**config.mk**
```make
export PLATFORM = sky130hd
export DESIGN_NAME = ovl_compositor
export DESIGN_NICKNAME = d
export VERILOG_FILES = /design/src/rtl/ovl_pkg.sv /design/src/rtl/ovl_window.sv /design/src/rtl/ovl_blend4.sv /design/src/rtl/ovl_compositor.sv
export SDC_FILE = /design/constraint.sdc
export NUM_CORES = 1
export LEC_CHECK = 0
export ABC_AREA = 1
export CELL_PAD_IN_SITES_DETAIL_PLACEMENT = 0
export CELL_PAD_IN_SITES_GLOBAL_PLACEMENT = 1
export CORE_ASPECT_RATIO = 0.75
export CORE_MARGIN = 1
export CORE_UTILIZATION = 45
export CTS_BUF_LIST = sky130_fd_sc_hd__clkbuf_8
export DETAILED_ROUTE_END_ITERATION = 8
export PLACE_DENSITY_LB_ADDON = 0.1
export SLEW_MARGIN = 20
export SYNTH_ARGS = -nofsm -noshare
export SYNTH_HDL_FRONTEND = slang
export SYNTH_SLANG_ARGS = --single-unit
```
**constraint.sdc**
```tcl
create_clock -name clk -period 1.3 [get_ports clk]
set_input_delay 0.26 -clock clk [delete_from_list [all_inputs] [get_ports clk]]
set_output_delay 0.26 -clock clk [all_outputs]
set_load 0.005 [all_outputs]
```
**src/rtl/ovl_pkg.sv**
```systemverilog
package ovl_pkg;
   localparam int CH_W  = 5;
   localparam int PIX_W = 3 * CH_W;
   localparam int OVL_W = 16;

   typedef enum logic [1:0] {
      FMT_ALPHA4 = 2'b00,
      FMT_ALPHA1 = 2'b01,
      FMT_KEYED  = 2'b10,
      FMT_OFF    = 2'b11
   } ovl_fmt_e;
endpackage

```
**src/rtl/ovl_window.sv**
```systemverilog
module ovl_window #(
   parameter int LINE_W = 11
) (
   input  logic [LINE_W-1:0] line_num,
   input  logic [LINE_W-1:0] line_start,
   input  logic [LINE_W-1:0] line_end,
   output logic              hit
);
   // Both limits are inclusive; an inverted range yields no hit
   always_comb hit = (line_num >= line_start) && (line_num <= line_end);
endmodule

```
**src/rtl/ovl_blend4.sv**
```systemverilog
module ovl_blend4
   import ovl_pkg::*;
#(
   parameter bit ROUND_NEAREST = 1'b1
) (
   input  logic [PIX_W-1:0] main_px,
   input  logic [OVL_W-1:0] ovl_px,
   output logic [PIX_W-1:0] mix_px
);
   localparam int SUM_W = 10;

   logic [3:0]       alpha;
   logic [3:0]       inv;
   logic [SUM_W-1:0] rnd;

   assign alpha = ovl_px[3:0];
   assign inv   = 4'd15 - alpha;

   generate
      if (ROUND_NEAREST) begin : g_round
         assign rnd = SUM_W'(7);
      end else begin : g_trunc
         assign rnd = '0;
      end
   endgenerate

   // channel c: main bits [c*5 +: 5], overlay nibble [4+c*4 +: 4]
   for (genvar c = 0; c < 3; c++) begin : g_ch
      logic [CH_W-1:0]  m;
      logic [3:0]       o4;
      logic [CH_W-1:0]  o5;
      logic [SUM_W-1:0] acc;
      logic [SUM_W-1:0] q;
      assign m   = main_px[c*CH_W +: CH_W];
      assign o4  = ovl_px[4 + c*4 +: 4];
      assign o5  = {o4, o4[3]};
      assign acc = SUM_W'(m) * SUM_W'(inv) + SUM_W'(o5) * SUM_W'(alpha) + rnd;
      assign q   = acc / SUM_W'(15);
      assign mix_px[c*CH_W +: CH_W] = q[CH_W-1:0];
   end
endmodule

```
**src/rtl/ovl_compositor.sv**
```systemverilog
module ovl_compositor
   import ovl_pkg::*;
#(
   parameter int LINE_W        = 11,
   parameter bit ROUND_NEAREST = 1'b1
) (
   input  logic              clk,
   input  logic              rst_n,
   input  logic              in_valid,
   input  logic [14:0]       main_px,
   input  logic [15:0]       ovl_px,
   input  logic [LINE_W-1:0] line_num,
   input  logic              ovl_en,
   input  logic [1:0]        ovl_fmt,
   input  logic [14:0]       key,
   input  logic [LINE_W-1:0] line_start,
   input  logic [LINE_W-1:0] line_end,
   output logic              out_valid,
   output logic [14:0]       out_px
);
   generate
      if (LINE_W < 2 || LINE_W > 16) begin : g_bad_line_w
         $error("ovl_compositor: LINE_W out of range");
      end
   endgenerate

   logic             in_band;
   logic [PIX_W-1:0] blend_px;
   logic [PIX_W-1:0] comp_px;
   ovl_fmt_e         fmt;

   assign fmt = ovl_fmt_e'(ovl_fmt);

   ovl_window #(.LINE_W(LINE_W)) u_win (
      .line_num  (line_num),
      .line_start(line_start),
      .line_end  (line_end),
      .hit       (in_band)
   );

   ovl_blend4 #(.ROUND_NEAREST(ROUND_NEAREST)) u_blend (
      .main_px(main_px),
      .ovl_px (ovl_px),
      .mix_px (blend_px)
   );

   always_comb begin
      comp_px = main_px;
      if (ovl_en && in_band) begin
         unique case (fmt)
            FMT_ALPHA4: comp_px = blend_px;
            FMT_ALPHA1: comp_px = ovl_px[0] ? ovl_px[15:1] : main_px;
            FMT_KEYED:  comp_px = (ovl_px[14:0] == key) ? main_px : ovl_px[14:0];
            default:    comp_px = main_px;
         endcase
      end
   end

   always_ff @(posedge clk or negedge rst_n) begin
      if (!rst_n) begin
         out_valid <= 1'b0;
         out_px    <= '0;
      end else begin
         out_valid <= in_valid;
         if (in_valid) out_px <= comp_px;
      end
   end

   assert_valid_R2: assert property (@(posedge clk) disable iff (!rst_n)
      in_valid |=> out_valid);
   assert_idle_R2: assert property (@(posedge clk) disable iff (!rst_n)
      !in_valid |=> (!out_valid && $stable(out_px)));
   assert_bypass_R3: assert property (@(posedge clk) disable iff (!rst_n)
      (in_valid && !ovl_en) |=> out_px == $past(main_px));
   assert_below_band_R4: assert property (@(posedge clk) disable iff (!rst_n)
      (in_valid && line_num < line_start) |=> out_px == $past(main_px));
   assert_clear_bit_R5: assert property (@(posedge clk) disable iff (!rst_n)
      (in_valid && ovl_fmt == 2'b01 && !ovl_px[0]) |=> out_px == $past(main_px));
   assert_opaque_R6: assert property (@(posedge clk) disable iff (!rst_n)
      (in_valid && ovl_en && ovl_fmt == 2'b00 && ovl_px[3:0] == 4'hF &&
       line_num >= line_start && line_num <= line_end)
      |=> out_px == $past({ovl_px[15:12], ovl_px[15], ovl_px[11:8], ovl_px[11],
                           ovl_px[7:4], ovl_px[7]}));
   assert_key_hit_R7: assert property (@(posedge clk) disable iff (!rst_n)
      (in_valid && ovl_fmt == 2'b10 && ovl_px[14:0] == key) |=> out_px == $past(main_px));
   assert_fmt_off_R8: assert property (@(posedge clk) disable iff (!rst_n)
      (in_valid && ovl_fmt == 2'b11) |=> out_px == $past(main_px));
endmodule

```
==> run_results.csv <==
group,metric,value,unit
sta,fmax,0.1614,GHz
sta,tightestPinTransition,0.4845,ns
clocking,cts_max_path_buffers,2,
sta,rsz0062_at_grt,"yes",
yosys,synth-edff-count,0,
sta,hold_violations,0,
floorplanning,io_pins,101,
floorplanning,die_width,157.4,µm
sta,post-route-period-util,476.7,%
floorplanning,die-area,18670,µm²
hold_path,hold_path_class,"in -> async",
sta,holdWs,0.3273,ns
outcome,status,"finished, violations left",
worst_setup_path,crit_arrival,6.35,ns
route,drc_errors,0,
cells_and_area,final_nets,1967,
clocking,cts_root_buf,"clkbuf_8",
sta,layout_setup_ws,-4.897,ns
place,pre_cts_slack,-5.775,ns
route,routed_wirelength,27240,µm
route,vias,9685,
yosys,synthMuxAreaShare,0,%
yosys,syn_avg_cell_area,6.191,µm²
sta,skew,0,ns
clocking,cts_buffers,3,
worst_setup_path,path_max_fanout,5,
clocking,cts.reportedPaths.clkPinSlew,0.07,ns
sta,fin_crit,6.197,ns
clocking,cts.htree.levels,1,
place,dpl.hpwl,20980,µm
place,dp_cells,1896,
global_route,grt_max_degree,24,
clocking,clk_latency,0.26,ns
yosys,synth-seq-cells,16,
route,ant_nets,0,
flow_run,maxCapViolations,0,
global_route,grt_pass1_vias,9164,
clocking,cts_sinks,16,
outcome,violations,"setup timing",
worst_setup_path,crit_required,1.46,ns
cells_and_area,final_common_cell,"buf_4",
clocking,cts_tree,"yes",
yosys,synthSimpleGateAreaFrac,33.50,%
global_route,antenna_found_initial,0,
worst_setup_path,slowest_delay,0.53,ns
floorplanning,start_util,46.04,%
worst_setup_path,crit_path_start_kind,"input port",
place,gp_congestion,0.8829,
global_route,grt_overflow,0,
route,wl_per_cell,13.87,µm
floorplanning,core-area,17710,µm²
place,io_buffers,100,
cells_and_area,post-route-util,75.08,%
cells_and_area,drive_gt1_share,39.37,%
worst_setup_path,critical_path_class,"in -> reg",
yosys,ys_types,49,
route,dr.first_iter.drc_count,584,
cells_and_area,seq_area,400.4,µm²
yosys,ys_seq_area_share,4.910,%
cells_and_area,diodes,0,
global_route,grt_use_total,28.29,%
floorplanning,rows,42,
yosys,syn_area,8154,µm²
yosys,synthXorXnorAreaFrac,3.637,%
cells_and_area,multi_input_area,7774,µm²
worst_setup_path,end_kind,"flop",
cells_and_area,instances_no_fill,1964,
sta,final_max_slew_viol_count,0,
cells_and_area,layout_common_cells,"buf_4, nand2_1, inv_1, nand2_2, nor2_1",
yosys,syn_nets,1560,
yosys,async_reset_ff_share,100.0,%
cells_and_area,fillers,1414,
yosys,synthAdderAreaFrac,31.15,%
sta,maxSlewHeadroom,67.36,%
route,vias_per_cell,4.931,
yosys,synthCells,1317,
global_route,grt_pass1_wl,42610,µm
floorplanning,die_y,118.6,µm
yosys,synth_top_family_by_area,"simple AND/OR/NAND/NOR gates",
sta,setup_viol,15,
yosys,synth_flop_cell,"dfrtp_1",
worst_setup_path,critPathSlowestCell,"fa_1",
yosys,yosys_warnings,0,
cells_and_area,area_delta_synth_final,63.07,%
yosys,synth-compound-area-share,11.05,%
route,first_pass_iters,5,
[final cells by class]
class	instances	share of cell area, %
multi-input cells	961	58.46
repair buffers	424	26.85
inverters	318	9.090
flip-flops and latches	16	3.011
well taps	242	2.277
clock buffers	3	0.3105
[cell usage after synthesis, types with 3 or more instances]
master    count  area [µm²]
xnor2_1      14       122.6
o21ai_0      58       290.3
nand3b_1      3       22.52
a21oi_1      41       205.2
nand2_2      30       187.7
a221oi_1      5       43.79
nand2_1     366        1374
o21ai_2       6       52.55
nand3_1      70       350.3
clkbuf_1     19       71.32
o21ai_1       9       45.04
xor2_1       13       113.9
nor4_1        5       31.28
ha_1         83        1039
inv_1       312        1171
nor2_1      102       382.9
o21bai_1      3       22.52
nand4_1      19       118.9
o211ai_1     11       82.58
nor2_4        3       33.78
o21a_1        3       22.52
fa_1         75        1501
inv_2         4       15.01
dfrtp_1      16       400.4
nand3_2      10       100.1
nor2_2        5       31.28
a21oi_2       3       26.28
[metrics by stage]
stage	setup TNS, ns	instance area, µm²
after floorplan	-60.16	8675
after global placement	-72.67	11740
after detailed placement	-74.57	11740
after CTS	-62.45	12590
after global routing	-67.33	13300
final	-63.28	13300
[final timing paths]
path / start / endpoint / slack, ns / cells past startpoint
max: ovl_px[2] / out_px[10] / -4.90 / 49
max reg2reg: out_px[11] / out_px[11] / 0.52 / 3
min in group clk: main_px[2] / out_px[2] / 0.34 / 3
min: rst_n / out_px[2] / 0.33 / 2
max in group asynchronous: rst_n / out_px[9] / 0.78 / 2
min reg2reg: out_px[0] / out_px[0] / 0.49 / 2
[cells by family (layout without fill, tap and decap cells)]
group           Yosys count  count (layout)
xor+xnor                 30              30
flops                    16              16
simple gates            622             622
compound gates          151             151
fa+ha+maj               158             158
buf+inv                 340             745
[state kept, by name, summed over array words and instances (netlist names)]
name / cells
out_px: 15
out_valid: 1
[critical path: cells and delay by family]
kind	cells	cell delay, ns
adders and majority gates	6	2.50
and+or+nand+nor	31	2.50
AOI/OAI and AO/OA	2	0.36
buffers and inverters	10	0.73
[metal layers]
layer / global-route usage, % / up-vias / share of wire [%] / wire (µm)
met2: 47.12 / 298 / 47 / 12720
met3: 1.944 / 25 / 6.5 / 1772
met1: 40.42 / 4509 / 45 / 12390
met5: 0 / - / 0 / 0
li1: - / 4853 / - / -
met4: 4.672 / 0 / 1.3 / 357
[repair_timing]
action / in CTS / in global routing
pin swaps: 131 / 104
hold buffers: 0 / 0
setup endpoints to repair: 31 / 15
gates cloned: 2 / 1
buffers inserted: 43 / 26
resized for setup: 250 / 176
Power is left out: the tool's default activity adds up to more than one toggle a clock period on the data nets, which glitch-free logic cannot reach.
